$ cat src/rtl/cs_dma_pkg.sv
package cs_dma_pkg;
   localparam int REG_SEL_W = 3;
   localparam logic [REG_SEL_W-1:0] REG_SRC  = 3'd0;
   localparam logic [REG_SEL_W-1:0] REG_DST  = 3'd1;
   localparam logic [REG_SEL_W-1:0] REG_CNT  = 3'd2;
   localparam logic [REG_SEL_W-1:0] REG_CTL  = 3'd3;
   localparam logic [REG_SEL_W-1:0] REG_SEL  = 3'd4;

   // control register bit positions
   localparam int CTL_EN   = 0;
   localparam int CTL_WORD = 1;
   localparam int CTL_RPT  = 2;
   localparam int CTL_SINC = 3;
   localparam int CTL_DINC = 4;

   // software request bit in the select register
   localparam int SEL_SWREQ = 5;

   typedef enum logic [1:0] {
      ST_IDLE = 2'd0,
      ST_REQ  = 2'd1,
      ST_RD   = 2'd2,
      ST_WR   = 2'd3
   } xfer_st_t;
endpackage

$ cat src/rtl/cs_dma_chan.sv
module cs_dma_chan
   import cs_dma_pkg::*;
#(
   parameter int ADDR_W     = 20,
   parameter int CNT_W      = 16,
   parameter int SEL_W      = 4,
   parameter int WORD_BYTES = 2
) (
   input  logic                        clk,
   input  logic                        rst_n,
   input  logic                        wr_hit,
   input  logic [REG_SEL_W-1:0]        wr_sel,
   input  logic [ADDR_W-1:0]           wr_data,
   input  logic [2**(SEL_W+1)-1:0]     evt_i,
   input  logic                        take,
   input  logic                        done,
   output logic                        pend_o,
   output logic [ADDR_W-1:0]           src_o,
   output logic [ADDR_W-1:0]           dst_o,
   output logic                        word_o
);
   localparam int IDX_W = SEL_W + 1;

   logic [ADDR_W-1:0] src_base, dst_base, src_ptr, dst_ptr;
   logic [CNT_W-1:0]  cnt_rld, cnt;
   logic              en, word, rpt, sinc, dinc;
   logic [IDX_W-1:0]  evt_idx;
   logic              pend_q;
   logic              sw_req, evt_req;
   logic [ADDR_W-1:0] step;

   assign sw_req  = wr_hit && (wr_sel == REG_SEL) && wr_data[SEL_SWREQ];
   assign evt_req = evt_i[evt_idx];
   assign step    = word ? ADDR_W'(WORD_BYTES) : ADDR_W'(1);

   always_ff @(posedge clk or negedge rst_n) begin
      if (!rst_n) begin
         pend_q <= 1'b0;
      end else begin
         pend_q <= ((pend_q && !take) || sw_req || evt_req) && en;
      end
   end

   always_ff @(posedge clk or negedge rst_n) begin
      if (!rst_n) begin
         src_base <= '0;
         dst_base <= '0;
         src_ptr  <= '0;
         dst_ptr  <= '0;
         cnt_rld  <= '0;
         cnt      <= '0;
         en       <= 1'b0;
         word     <= 1'b0;
         rpt      <= 1'b0;
         sinc     <= 1'b0;
         dinc     <= 1'b0;
         evt_idx  <= '0;
      end else begin
         if (done) begin
            if (cnt == CNT_W'(1)) begin
               if (rpt) begin
                  src_ptr <= src_base;
                  dst_ptr <= dst_base;
                  cnt     <= cnt_rld;
               end else begin
                  if (sinc) src_ptr <= src_ptr + step;
                  if (dinc) dst_ptr <= dst_ptr + step;
                  cnt <= '0;
                  en  <= 1'b0;
               end
            end else begin
               if (sinc) src_ptr <= src_ptr + step;
               if (dinc) dst_ptr <= dst_ptr + step;
               cnt <= cnt - CNT_W'(1);
            end
         end
         if (wr_hit) begin
            case (wr_sel)
               REG_SRC: begin
                  src_base <= wr_data;
                  src_ptr  <= wr_data;
               end
               REG_DST: begin
                  dst_base <= wr_data;
                  dst_ptr  <= wr_data;
               end
               REG_CNT: begin
                  cnt_rld <= wr_data[CNT_W-1:0];
                  cnt     <= wr_data[CNT_W-1:0];
               end
               REG_CTL: begin
                  en   <= wr_data[CTL_EN];
                  word <= wr_data[CTL_WORD];
                  rpt  <= wr_data[CTL_RPT];
                  sinc <= wr_data[CTL_SINC];
                  dinc <= wr_data[CTL_DINC];
               end
               REG_SEL: evt_idx <= wr_data[IDX_W-1:0];
               default: ;
            endcase
         end
      end
   end

   assign pend_o = pend_q && en;
   assign src_o  = src_ptr;
   assign dst_o  = dst_ptr;
   assign word_o = word;
endmodule

$ cat src/rtl/cs_dma_arb.sv
module cs_dma_arb #(
   parameter int NUM_CH = 2,
   parameter int CH_W   = 1
) (
   input  logic [NUM_CH-1:0] pend,
   output logic              any,
   output logic [CH_W-1:0]   win
);
   // lowest index wins
   always_comb begin
      any = |pend;
      win = '0;
      for (int i = NUM_CH - 1; i >= 0; i--) begin
         if (pend[i]) win = CH_W'(i);
      end
   end
endmodule

$ cat src/rtl/cs_dma_engine.sv
module cs_dma_engine
   import cs_dma_pkg::*;
#(
   parameter int NUM_CH = 2,
   parameter int CH_W   = 1,
   parameter int ADDR_W = 20,
   parameter int DATA_W = 16
) (
   input  logic                           clk,
   input  logic                           rst_n,
   input  logic                           any,
   input  logic [CH_W-1:0]                win,
   input  logic [NUM_CH-1:0][ADDR_W-1:0]  src,
   input  logic [NUM_CH-1:0][ADDR_W-1:0]  dst,
   input  logic [NUM_CH-1:0]              word,
   output logic [NUM_CH-1:0]              take,
   output logic [NUM_CH-1:0]              done,
   output logic                           bus_req,
   input  logic                           bus_gnt,
   output logic [ADDR_W-1:0]              mem_addr,
   output logic                           mem_rd,
   output logic                           mem_wr,
   output logic                           mem_word,
   output logic [DATA_W-1:0]              mem_wdata,
   input  logic [DATA_W-1:0]              mem_rdata
);
   xfer_st_t          st;
   logic [CH_W-1:0]   cur;
   logic [DATA_W-1:0] latch;

   always_ff @(posedge clk or negedge rst_n) begin
      if (!rst_n) begin
         st    <= ST_IDLE;
         cur   <= '0;
         latch <= '0;
      end else begin
         case (st)
            ST_IDLE: if (any) begin
               cur <= win;
               st  <= ST_REQ;
            end
            ST_REQ:  if (bus_gnt) st <= ST_RD;
            ST_RD: begin
               latch <= word[cur] ? mem_rdata
                                  : {{(DATA_W-8){1'b0}}, mem_rdata[7:0]};
               st    <= ST_WR;
            end
            default: st <= ST_IDLE;
         endcase
      end
   end

   always_comb begin
      take = '0;
      done = '0;
      if (st == ST_IDLE && any) take[win] = 1'b1;
      if (st == ST_WR)          done[cur] = 1'b1;
   end

   assign bus_req   = (st != ST_IDLE);
   assign mem_rd    = (st == ST_RD);
   assign mem_wr    = (st == ST_WR);
   assign mem_addr  = (st == ST_RD) ? src[cur] : dst[cur];
   assign mem_word  = word[cur];
   assign mem_wdata = latch;
endmodule

$ cat src/rtl/cs_dma.sv
module cs_dma
   import cs_dma_pkg::*;
#(
   parameter int NUM_CH = 2,
   parameter int ADDR_W = 20,
   parameter int CNT_W  = 16,
   parameter int DATA_W = 16,
   parameter int SEL_W  = 4,
   localparam int CH_W  = (NUM_CH > 1) ? $clog2(NUM_CH) : 1,
   localparam int EVT_N = 2 ** (SEL_W + 1)
) (
   input  logic                 clk,
   input  logic                 rst_n,
   input  logic                 cfg_wr,
   input  logic [CH_W-1:0]      cfg_ch,
   input  logic [REG_SEL_W-1:0] cfg_reg,
   input  logic [ADDR_W-1:0]    cfg_data,
   input  logic [EVT_N-1:0]     evt_i,
   output logic                 bus_req,
   input  logic                 bus_gnt,
   output logic [ADDR_W-1:0]    mem_addr,
   output logic                 mem_rd,
   output logic                 mem_wr,
   output logic                 mem_word,
   output logic [DATA_W-1:0]    mem_wdata,
   input  logic [DATA_W-1:0]    mem_rdata
);
   localparam int WORD_BYTES = DATA_W / 8;

   if (NUM_CH < 2)               $error("cs_dma: NUM_CH must be at least 2");
   if (ADDR_W < CNT_W)           $error("cs_dma: ADDR_W must cover CNT_W");
   if (ADDR_W < SEL_SWREQ + 1)   $error("cs_dma: ADDR_W too small for select");
   if (SEL_W + 1 > SEL_SWREQ)    $error("cs_dma: SEL_W overlaps request bit");
   if (DATA_W < 16 || DATA_W % 8 != 0) $error("cs_dma: DATA_W must be bytes, >= 16");

   logic [NUM_CH-1:0]             pend, take, done, word;
   logic [NUM_CH-1:0][ADDR_W-1:0] src, dst;
   logic                          any;
   logic [CH_W-1:0]               win;

   for (genvar c = 0; c < NUM_CH; c++) begin : g_ch
      cs_dma_chan #(
         .ADDR_W    (ADDR_W),
         .CNT_W     (CNT_W),
         .SEL_W     (SEL_W),
         .WORD_BYTES(WORD_BYTES)
      ) u_chan (
         .clk    (clk),
         .rst_n  (rst_n),
         .wr_hit (cfg_wr && (cfg_ch == CH_W'(c))),
         .wr_sel (cfg_reg),
         .wr_data(cfg_data),
         .evt_i  (evt_i),
         .take   (take[c]),
         .done   (done[c]),
         .pend_o (pend[c]),
         .src_o  (src[c]),
         .dst_o  (dst[c]),
         .word_o (word[c])
      );
   end

   cs_dma_arb #(.NUM_CH(NUM_CH), .CH_W(CH_W)) u_arb (
      .pend(pend),
      .any (any),
      .win (win)
   );

   cs_dma_engine #(
      .NUM_CH(NUM_CH),
      .CH_W  (CH_W),
      .ADDR_W(ADDR_W),
      .DATA_W(DATA_W)
   ) u_eng (
      .clk      (clk),
      .rst_n    (rst_n),
      .any      (any),
      .win      (win),
      .src      (src),
      .dst      (dst),
      .word     (word),
      .take     (take),
      .done     (done),
      .bus_req  (bus_req),
      .bus_gnt  (bus_gnt),
      .mem_addr (mem_addr),
      .mem_rd   (mem_rd),
      .mem_wr   (mem_wr),
      .mem_word (mem_word),
      .mem_wdata(mem_wdata),
      .mem_rdata(mem_rdata)
   );
endmodule

$ cat config.mk
export PLATFORM = sky130hd
export DESIGN_NAME = cs_dma
export DESIGN_NICKNAME = d
export VERILOG_FILES = /design/src/rtl/cs_dma_pkg.sv /design/src/rtl/cs_dma_chan.sv /design/src/rtl/cs_dma_arb.sv /design/src/rtl/cs_dma_engine.sv /design/src/rtl/cs_dma.sv
export SDC_FILE = /design/constraint.sdc
export NUM_CORES = 1
export LEC_CHECK = 0
export ABC_AREA = 1
export BUFFER_PORTS_ARGS = -buffer_cell sky130_fd_sc_hd__buf_4
export CAP_MARGIN = 20
export CORE_ASPECT_RATIO = 2
export CORE_MARGIN = 4
export CORE_UTILIZATION = 40
export CTS_CLUSTER_DIAMETER = 50
export DETAILED_ROUTE_END_ITERATION = 16
export HOLD_SLACK_MARGIN = 0.05
export MAX_ROUTING_LAYER = met4
export SETUP_SLACK_MARGIN = 0.4
export SLEW_MARGIN = 20
export SYNTH_ARGS = -nofsm -noshare
export SYNTH_HDL_FRONTEND = slang
export SYNTH_SLANG_ARGS = --single-unit
$ cat constraint.sdc
create_clock -name clk -period 2.9 [get_ports clk]
set_clock_uncertainty 0.2 [all_clocks]
set_input_delay 0.435 -clock clk [delete_from_list [all_inputs] [get_ports clk]]
set_output_delay 0.435 -clock clk [all_outputs]
set_load 0.01 [all_outputs]
==> flow_metrics.py, run 1 <==
metrics = {
    "clock_tree": {
        "cts_max_path_buffers": 3,
        "cts_root_buf": "clkbuf_16",
        "cts.reportedPaths.clkPinSlew_ns": 0.06,
        "insertion_delay_ns": 0.57,
        "clock_sinks": 265,
        "cts_made_buffers": 28,
        "htreeDepth": 1,
        "cts_tree": "yes",
    },
    "timing": {
        "fin_tns_setup_ns": 0,
        "hold_viol": 0,
        "setup_viol_count_final": 0,
        "slew_headroom": 0.443,
        "period_minus_slack_ns": 2.69,
        "rsz0062_at_grt": "yes",
        "maxSlewViolCount": 0,
        "fin_ws_ns": 0.213,
        "worst_pin_slew_ns": 0.833,
        "fmax_mhz": 372,
        "timing.final.crit_share": 0.926,
    },
    "yosys": {
        "synth_compound_area_frac": 0.107,
        "synth_area_sq_mm": 0.0166,
        "synth_area_leader_cell": "dfrtp_1",
        "synth_edf_count": 0,
        "postSynthCellCount": 2529,
        "ys_seq_area_frac": 0.399,
        "synth_mux_area_frac": 0.00181,
        "synth_common_cells": "nand2_1 (997), inv_1 (297), dfrtp_1 (265)",
        "yosysMostFrequentCell": "nand2_1",
        "synth_top_family_by_area": "simple AND/OR/NAND/NOR gates",
        "ys_ff_latch": 265,
        "synth_area_leaders": "dfrtp_1 (40%), nand2_1 (23%), nand3_1 (7.1%), inv_1 (6.7%), o21ai_0 (6.0%)",
        "syn_area_per_cell_sq_um": 6.57,
        "syn-num-nets": 2625,
        "synthSimpleGateAreaFrac": 0.363,
        "synthArstFlopShare": 1.00,
        "yosys.area_share.xor_xnor": 0.0121,
        "ys_types": 37,
        "yosysWarnings": 0,
        "synthFlopType": "dfrtp_1",
        "synthAdderAreaFrac": 0.0169,
        "synth_top_area_share": 0.399,
    },
    "final_layout": {
        "syn2layout_area_growth_pct": 21.5,
        "final-seq-area_sq_mm": 0.00663,
        "num_antenna_cells": 0,
        "final_cell_count_no_fill": 3216,
        "drive_gt1_frac": 0.128,
        "multi_input_area_sq_mm": 0.00869,
        "fin_nets": 2758,
        "nFillCells": 4177,
    },
    "power": {
        "cellLeakagePower_nw": 10.4,
        "pwr-share-seq": 0.343,
        "p_total_w": 0.0187,
        "peakVddDrop_mv": 0.681,
        "swShare": 0.435,
        "p_per_area_mw_per_mm2": 929,
        "p_sw_w": 0.00816,
        "intPower_w": 0.0106,
        "p_clk_frac": 0.210,
        "power_frac_comb": 0.447,
    },
    "place": {
        "dp_slack_ns": 0.186,
        "portBuffers": 115,
        "gp_congestion": 0.962,
        "dp_hpwl_um": 42900,
        "dp.cells": 3106,
    },
    "status": {
        "status": "finished, final reports clean",
    },
    "drt": {
        "ant_nets": 0,
        "vias": 17100,
        "first_pass_iters": 6,
        "remaining_drc_errors": 0,
        "avgRoutedWirePerCell_um": 18.7,
        "drt-initial-drc-count": 1148,
        "routed_via_density": 5.32,
        "finalWirelength_um": 60300,
    },
    "min_path": {
        "holdPathEnd": "g_ch[0].u_chan.cnt[3]$_DFF_PN0_",
        "hold_start": "cfg_data[3]",
        "min_path_type": "in -> reg",
        "holdPathStages": 3,
    },
    "setup_path": {
        "r2r_start": "g_ch[1].u_chan.word_o$_DFFE_PN0P_",
        "crit_fanout": 6,
        "r2r-end": "g_ch[1].u_chan.dst_o[17]$_DFF_PN0_",
        "endpoint_kind": "output pin",
        "worstPathRequired_ns": 2.27,
        "reg2reg_depth": 14,
        "setup.worst_path.class": "reg -> out",
        "startpoint_type": "flop",
        "reg2reg_slack_ns": 0.43,
        "worstPathArrival_ns": 2.05,
    },
    "floorplanning": {
        "io_pins": 116,
        "die_w_um": 152,
        "die_h_um": 296,
        "start_util": 0.405,
        "coreArea_sq_mm": 0.0410,
        "dieArea_sq_mm": 0.0450,
        "fp-row-count": 105,
    },
    "grt": {
        "overflow": 0,
        "grt_max_degree": 84,
        "grt_pass1_wl_um": 93200,
        "grt_pass1_vias": 16800,
        "track_usage": 0.268,
        "grt_antenna_before_repair": 0,
    },
    "job": {
        "maxCapViolCount": 0,
    },
}
[cell usage in the layout, fill, tap and decap left out, drive strengths merged, types with 7 or more instances in the layout]
| cell type | count |
|---|---|
| o21ai | 209 |
| o22ai | 8 |
| nor3 | 10 |
| nand4 | 44 |
| dfrtp | 265 |
| buf | 179 |
| dlygate4sd3 | 35 |
| o211ai | 19 |
| nand3 | 240 |
| inv | 301 |
| nor2 | 157 |
| clkinv | 7 |
| a21oi | 105 |
| xor2 | 20 |
| ha | 16 |
| nand2 | 998 |
| clkbuf | 36 |
[cell type report]
| type | count | share of cell area |
|---|---|---|
| inverters | 303 | 0.0572 |
| clock inverters | 13 | 0.00924 |
| multi-input cells | 1848 | 0.431 |
| clock buffers | 36 | 0.0403 |
| well taps | 535 | 0.0332 |
| flip-flops and latches | 265 | 0.329 |
| repair buffers | 216 | 0.100 |
[power by group through the flow]
stage | Sequential, W | Combinational (W) | Clock [W]
after floorplan | 0.00585 | 0.00472 | 0
after CTS | 0.00637 | 0.00808 | 0.00402
final | 0.00644 | 0.00837 | 0.00394
after global placement | 0.00639 | 0.00703 | 0
after global routing | 0.00658 | 0.00930 | 0.00413
after detailed placement | 0.00640 | 0.00715 | 0
[worst max path at each step]
stage,cells after the start,slack [ns],endpoint,start
after global placement,17,0.26,g_ch[1].u_chan.dst_o[14]$_DFF_PN0_,g_ch[1].u_chan.word_o$_DFFE_PN0P_
after floorplan,16,0.55,g_ch[1].u_chan.dst_o[14]$_DFF_PN0_,g_ch[1].u_chan.word_o$_DFFE_PN0P_
after detailed placement,17,0.19,g_ch[1].u_chan.dst_o[14]$_DFF_PN0_,g_ch[1].u_chan.word_o$_DFFE_PN0P_
after global routing,9,0.20,mem_addr[3],u_eng.st[0]$_DFFE_PN0P_
final,9,0.21,mem_addr[3],u_eng.st[0]$_DFFE_PN0P_
after CTS,8,0.24,mem_addr[13],u_eng.st[1]$_DFFE_PN0P_
[layer usage]
metal  vias up  share of wire  GRT usage
met5         -              0          -
met4         0          0.078      0.179
met3       216          0.051     0.0275
met2       615           0.50      0.473
met1      8020           0.37      0.284
li1       8264              -          -
[what timing repair did]
item                                   4_1_cts  5_1_grt
setup endpoints to repair                   42       58
resized for setup                           92       57
setup buffers                               12        9
endpoints found under the hold margin      190        0
hold buffers                                35        0
gates cloned                                 5        0
pin swaps                                   12       12
[critical path, cell delays in order, from the launching register on]
cell     delay, ns
dfrtp_1       0.39
inv_2         0.08
ha_4          0.17
inv_8         0.05
buf_6         0.12
buf_16        0.13
o21ai_2       0.06
a21oi_2       0.08
a21oi_2       0.23
buf_4         0.17
[registers in the layout, indices dropped and copies added (netlist names), 10 cells and up]
name / cells
g_ch.u_chan.cnt: 32
g_ch.u_chan.cnt_rld: 32
g_ch.u_chan.dst_base: 40
g_ch.u_chan.dst_o: 40
g_ch.u_chan.evt_idx: 10
g_ch.u_chan.src_base: 40
g_ch.u_chan.src_o: 40
u_eng.mem_wdata: 16
[metrics by stage]
stage                     area (sq um)  utilization  hold WS, ns
final                            20200        0.492       0.0798
after CTS                        19900        0.486       0.0514
after global placement           18100        0.441        0.249
after detailed placement         18100        0.441        0.253
after floorplan                  16600            -      -0.0606
after global routing             20200        0.492       0.0728
[logic make-up after synthesis]
group	after synthesis
simple gates	1460
buf+inv	416
compound gates	342
flops	265
xor+xnor	23
fa+ha+maj	20
mux	3
(Power assumes the default switching activity.)
==> run 2, diff against run 1 <==
--- a/config.mk
+++ b/config.mk
@@ -10,7 +10,7 @@
 export CAP_MARGIN = 20
 export CORE_ASPECT_RATIO = 2
 export CORE_MARGIN = 4
-export CORE_UTILIZATION = 40
+export CORE_UTILIZATION = 25
 export CTS_CLUSTER_DIAMETER = 50
 export DETAILED_ROUTE_END_ITERATION = 16
 export HOLD_SLACK_MARGIN = 0.05
==> run 2 against run 1 <==
Largest cell class unchanged. Wire length is 3.3% higher. Critical path depth shrank 2. Flip-flop and latch count unchanged. Clock power fell by 3%. Combinational power decreased by 4.7%. Design area grew 1.2%. Worst setup slack worse by 0.011 ns. Via count decreased by 0.36%. Largest power group unchanged. Fmax is 0.39% lower. Critical path type unchanged. Core utilization shrank 18 points. Critical endpoint is now mem_addr[14]. Sequential share of layout area is 0.40 points lower.
==> flow_metrics.py, run 2 (same netlist as run 1, synthesis figures left out) <==
metrics = {
    "drt": {
        "first_pass_iters": 8,
        "drt-initial-drc-count": 838,
        "finalWirelength_um": 62200,
        "remaining_drc_errors": 0,
        "ant_nets": 0,
        "avgRoutedWirePerCell_um": 17.5,
        "vias": 17100,
        "routed_via_density": 4.79,
    },
    "clock_tree": {
        "htreeDepth": 1,
        "insertion_delay_ns": 0.58,
        "clock_sinks": 265,
        "cts_tree": "yes",
        "cts_max_path_buffers": 3,
        "cts_root_buf": "clkbuf_16",
        "cts_made_buffers": 28,
        "cts.reportedPaths.clkPinSlew_ns": 0.07,
    },
    "place": {
        "portBuffers": 115,
        "gp_congestion": 0.924,
        "dp_hpwl_um": 45400,
    },
    "power": {
        "power_frac_comb": 0.439,
        "cellLeakagePower_nw": 10.4,
        "intPower_w": 0.0102,
        "peakVddDrop_mv": 0.446,
        "swShare": 0.439,
        "p_total_w": 0.0182,
        "p_sw_w": 0.00797,
        "pwr-share-seq": 0.349,
        "p_clk_frac": 0.211,
        "p_per_area_mw_per_mm2": 890,
    },
    "setup_path": {
        "crit_fanout": 16,
        "startpoint": "u_eng.st[0]$_DFFE_PN0P_",
        "r2r_start": "g_ch[1].u_chan.sinc$_DFFE_PN0P_",
        "critPathSlowestCell": "dfrtp_1",
        "crit_buf_inv": 4,
        "startpoint_type": "flop",
        "critPathTopFamily": "buffers and inverters",
        "worstPathArrival_ns": 2.06,
        "endpoint_kind": "output pin",
        "setup.worst_path.class": "reg -> out",
        "worstPathRequired_ns": 2.27,
        "max_stage_delay_ns": 0.38,
        "crit_chain": "inv_2 -> ha_4 -> inv_8 -> clkbuf_16 -> o21ai_0 -> o22ai_1 -> buf_4",
    },
    "timing": {
        "timing.final.crit_share": 0.930,
        "maxSlewViolCount": 0,
        "rsz0062_at_grt": "yes",
        "setup_viol_count_final": 0,
        "slew_headroom": 0.393,
        "hold_ws_ns": 0.113,
        "worst_pin_slew_ns": 0.909,
        "fmax_mhz": 371,
        "fin_tns_setup_ns": 0,
        "period_minus_slack_ns": 2.70,
        "hold_viol": 0,
    },
    "grt": {
        "grt_max_degree": 75,
        "grt_pass1_vias": 17000,
        "overflow": 0,
        "track_usage": 0.176,
        "grt_pass1_wl_um": 94800,
        "grt_antenna_before_repair": 1,
    },
    "floorplanning": {
        "io_pins": 116,
        "dieArea_sq_mm": 0.0709,
        "coreArea_sq_mm": 0.0657,
        "fp-row-count": 133,
        "die_h_um": 372,
        "start_util": 0.253,
        "die_w_um": 190,
    },
    "min_path": {
        "hold_start": "bus_gnt",
        "min_path_type": "in -> reg",
    },
    "job": {
        "maxCapViolCount": 0,
    },
    "final_layout": {
        "final_cell_mix": "nand2_1 (992), inv_1 (286), dfrtp_1 (265)",
        "mostFrequentLayoutCell": "nand2_1",
        "final_util": 0.311,
        "fin_nets": 2761,
        "drive_gt1_frac": 0.120,
        "syn2layout_area_growth_pct": 23.0,
    },
    "status": {
        "status": "finished, final reports clean",
    },
}
## run 2: per-stage QoR
step	setup slack, ns	area [sq um]	std cells
after global placement	0.283	18600	3458
after floorplan	0.549	16600	2529
after global routing	0.168	20400	3562
after CTS	0.185	20000	3549
final	0.203	20400	3563
after detailed placement	0.244	18600	3458
## run 2: cell type report
type	instances	area, sq um
Fill cell	7121	45300
Multi-Input combinational cell	1848	8610
Clock buffer	43	868
Inverter	303	1150
Sequential cell	265	6630
Tap cell	877	1100
Timing Repair Buffer	219	1960
Antenna cell	1	2.50
Clock inverter	7	90.1
## run 2: routing by layer
layer | share of wire | global-route usage
met5 | 0 | -
met4 | 0.085 | 0.125
met3 | 0.037 | 0.0146
met2 | 0.54 | 0.329
met1 | 0.34 | 0.167
## run 2: timing repair
action,in CTS,in global routing
gates resized for setup,38,78
gates cloned,0,3
endpoints found under the hold margin,273,0
setup buffers,4,10
setup endpoints to repair,46,61
pin swaps,2,14
hold buffers,37,0
## run 2: power by group through the flow
stage	logic [W]	clock network, W	registers, W
after floorplan	0.00472	0	0.00585
after global placement	0.00715	0	0.00634
after detailed placement	0.00724	0	0.00633
after CTS	0.00756	0.00395	0.00628
after global routing	0.00898	0.00406	0.00650
final	0.00798	0.00384	0.00634
## run 2: path summary, 6_finish.rpt
path | to | slack, ns | cells after the start
setup / recovery | mem_addr[14] | 0.20 | 7
hold reg to reg | g_ch[1].u_chan.src_base[3]$_DFFE_PN0P_ | 0.27 | 2
setup reg to reg | g_ch[1].u_chan.src_o[13]$_DFF_PN0_ | 0.54 | 10
min in group asynchronous | g_ch[0].u_chan.src_base[19]$_DFFE_PN0P_ | 0.25 | 2
max in group asynchronous | g_ch[1].u_chan.dst_o[12]$_DFF_PN0_ | 1.50 | 3
hold / removal | u_eng.st[1]$_DFFE_PN0P_ | 0.11 | 4
## run 2: worst register-to-register path, delay by kind of cell (launching register included)
kind	cells	cell delay [ns]
flip-flops	1	0.62
AND/OR/NAND/NOR	10	1.47
==> run 3, diff against run 2 <==
--- a/config.mk
+++ b/config.mk
@@ -11,6 +11,7 @@
 export CORE_ASPECT_RATIO = 2
 export CORE_MARGIN = 4
 export CORE_UTILIZATION = 25
+export CTS_BUF_LIST = sky130_fd_sc_hd__clkbuf_8
 export CTS_CLUSTER_DIAMETER = 50
 export DETAILED_ROUTE_END_ITERATION = 16
 export HOLD_SLACK_MARGIN = 0.05
==> run 3 against run 2 <==
Count of clock-buffer cells in the layout is 10 higher. Core utilization is 0.19 points lower. Worst setup slack worse by 0.029 ns. Non-clock buffer count stayed put. Power is 2.3% lower. Global-route usage is 0.22 points higher. Largest power group unchanged. Cell count is 0.76% higher. Combinational power is 1% lower. Hold slack better by 0.031 ns.
==> flow_metrics.py, run 3 (same netlist as run 1, synthesis figures left out) <==
metrics = {
    "floorplanning": {
        "dieArea_sq_mm": 0.0709,
        "io_pins": 116,
        "coreArea_sq_mm": 0.0657,
        "die_w_um": 190,
        "start_util": 0.253,
        "fp-row-count": 133,
        "die_h_um": 372,
    },
    "drt": {
        "routed_via_density": 4.80,
        "remaining_drc_errors": 0,
        "vias": 17200,
        "drt-initial-drc-count": 905,
        "first_pass_iters": 6,
        "ant_nets": 0,
        "finalWirelength_um": 62900,
        "avgRoutedWirePerCell_um": 17.5,
    },
    "timing": {
        "hold_viol": 0,
        "fmax_mhz": 367,
        "timing.final.crit_share": 0.940,
        "rsz0062_at_grt": "yes",
        "setup_viol_count_final": 0,
        "maxSlewViolCount": 0,
        "worst_pin_slew_ns": 0.905,
        "slew_headroom": 0.396,
        "period_minus_slack_ns": 2.73,
        "fin_tns_setup_ns": 0,
    },
    "final_layout": {
        "design_area_sq_mm": 0.0203,
        "final_cell_mix": "nand2_1 (992), inv_1 (298), dfrtp_1 (265)",
        "nFillCells": 7160,
        "mostFrequentLayoutCell": "nand2_1",
        "final-seq-area_sq_mm": 0.00663,
        "syn2layout_area_growth_pct": 22.2,
        "multi_input_area_sq_mm": 0.00856,
        "drive_gt1_frac": 0.122,
        "fin_nets": 2776,
    },
    "setup_path": {
        "max_stage_delay_ns": 0.40,
        "critPathTopFamily": "buffers and inverters",
        "crit_chain": "inv_2 -> ha_4 -> inv_8 -> clkbuf_16 -> o21ai_0 -> a21oi_1 -> a21oi_2 -> buf_4",
        "setup.worst_path.class": "reg -> out",
        "worstPathArrival_ns": 2.09,
        "critPathSlowestCell": "dfrtp_1",
        "crit_buf_inv": 4,
        "startpoint_type": "flop",
        "endpoint_kind": "output pin",
        "worstPathRequired_ns": 2.27,
        "crit_fanout": 8,
    },
    "place": {
        "gp_congestion": 0.924,
        "dp_hpwl_um": 45400,
        "place_area_sq_mm": 0.0186,
        "portBuffers": 115,
    },
    "clock_tree": {
        "clock_sinks": 265,
        "cts_max_path_buffers": 3,
        "cts_made_buffers": 43,
        "cts_root_buf": "clkbuf_8",
        "cts_tree": "yes",
        "cts.reportedPaths.clkPinSlew_ns": 0.07,
        "htreeDepth": 2,
        "insertion_delay_ns": 0.62,
    },
    "grt": {
        "overflow": 0,
        "grt_max_degree": 75,
        "grt_pass1_vias": 17200,
        "grt_pass1_wl_um": 95700,
        "grt_antenna_before_repair": 2,
        "track_usage": 0.178,
    },
    "power": {
        "p_per_area_mw_per_mm2": 875,
        "cellLeakagePower_nw": 10.4,
        "peakVddDrop_mv": 0.444,
    },
    "min_path": {
        "min_path_type": "in -> reg",
    },
    "job": {
        "maxCapViolCount": 0,
    },
    "status": {
        "status": "finished, final reports clean",
    },
}
run 3: stage by stage:
step	worst slack, ns	utilization	total power (W)	hold WS [ns]	cells
3_3_place_gp	0.283	0.282	0.0135	0.250	3458
6_report	0.174	0.309	0.0177	0.144	3590
2_1_floorplan	0.549	-	0.0106	-0.0606	2529
4_1_cts	0.142	0.304	0.0175	0.0971	3576
3_5_place_dp	0.244	0.282	0.0136	0.254	3458
5_1_grt	0.102	0.309	0.0192	0.167	3589
run 3: layout make-up:
type | instances | area share
clock inverters | 23 | 0.00771
diodes | 2 | 0.000247
inverters | 303 | 0.0567
repair buffers | 219 | 0.0965
clock buffers | 53 | 0.0360
flip-flops and latches | 265 | 0.327
multi-input cells | 1848 | 0.422
well taps | 877 | 0.0541
run 3: report_power, final:
group / total [W] / switching [W] / internal (W)
Clock: 0.00351 / 0.00168 / 0.00183
Combinational: 0.00790 / 0.00486 / 0.00304
Sequential: 0.00634 / 0.00140 / 0.00494
run 3: path summary, 6_finish.rpt:
path	from	endpoint	slack, ns	cells past startpoint
max	u_eng.st[0]$_DFFE_PN0P_	mem_addr[2]	0.17	8
min	cfg_ch	g_ch[0].u_chan.dst_o[1]$_DFF_PN0_	0.14	6
max reg2reg	g_ch[0].u_chan.word_o$_DFFE_PN0P_	g_ch[0].u_chan.src_o[14]$_DFF_PN0_	0.54	14
min reg2reg	g_ch[1].u_chan.src_base[3]$_DFFE_PN0P_	g_ch[1].u_chan.src_base[3]$_DFFE_PN0P_	0.27	2
max in group asynchronous	rst_n	g_ch[0].u_chan.dst_o[9]$_DFF_PN0_	1.53	3
min in group asynchronous	rst_n	g_ch[0].u_chan.src_base[19]$_DFFE_PN0P_	0.23	2
run 3: tightest hold or removal path: cells and delay by family:
| family | cells | cell delay (ns) |
|---|---|---|
| buf+inv | 2 | 0.21 |
| simple gates | 4 | 0.27 |
run 3: what timing repair did:
action | CTS | global route
setup endpoints to repair | 45 | 60
cloned | 0 | 4
pin swaps | 3 | 15
buffers inserted | 4 | 8
gates resized for setup | 39 | 56
hold buffers | 38 | 0
endpoints found under the hold margin | 323 | 0
run 3: routing by layer:
layer  wire length [um]  GRT usage  vias to the layer above  share of wire
met2              34000      0.332                      502           0.54
li1                   -          -                     8300              -
met1              21100      0.166                     8148           0.34
met4               5560      0.134                        0          0.088
met5                  0          -                        -              0
met3               2180     0.0168                      269          0.035
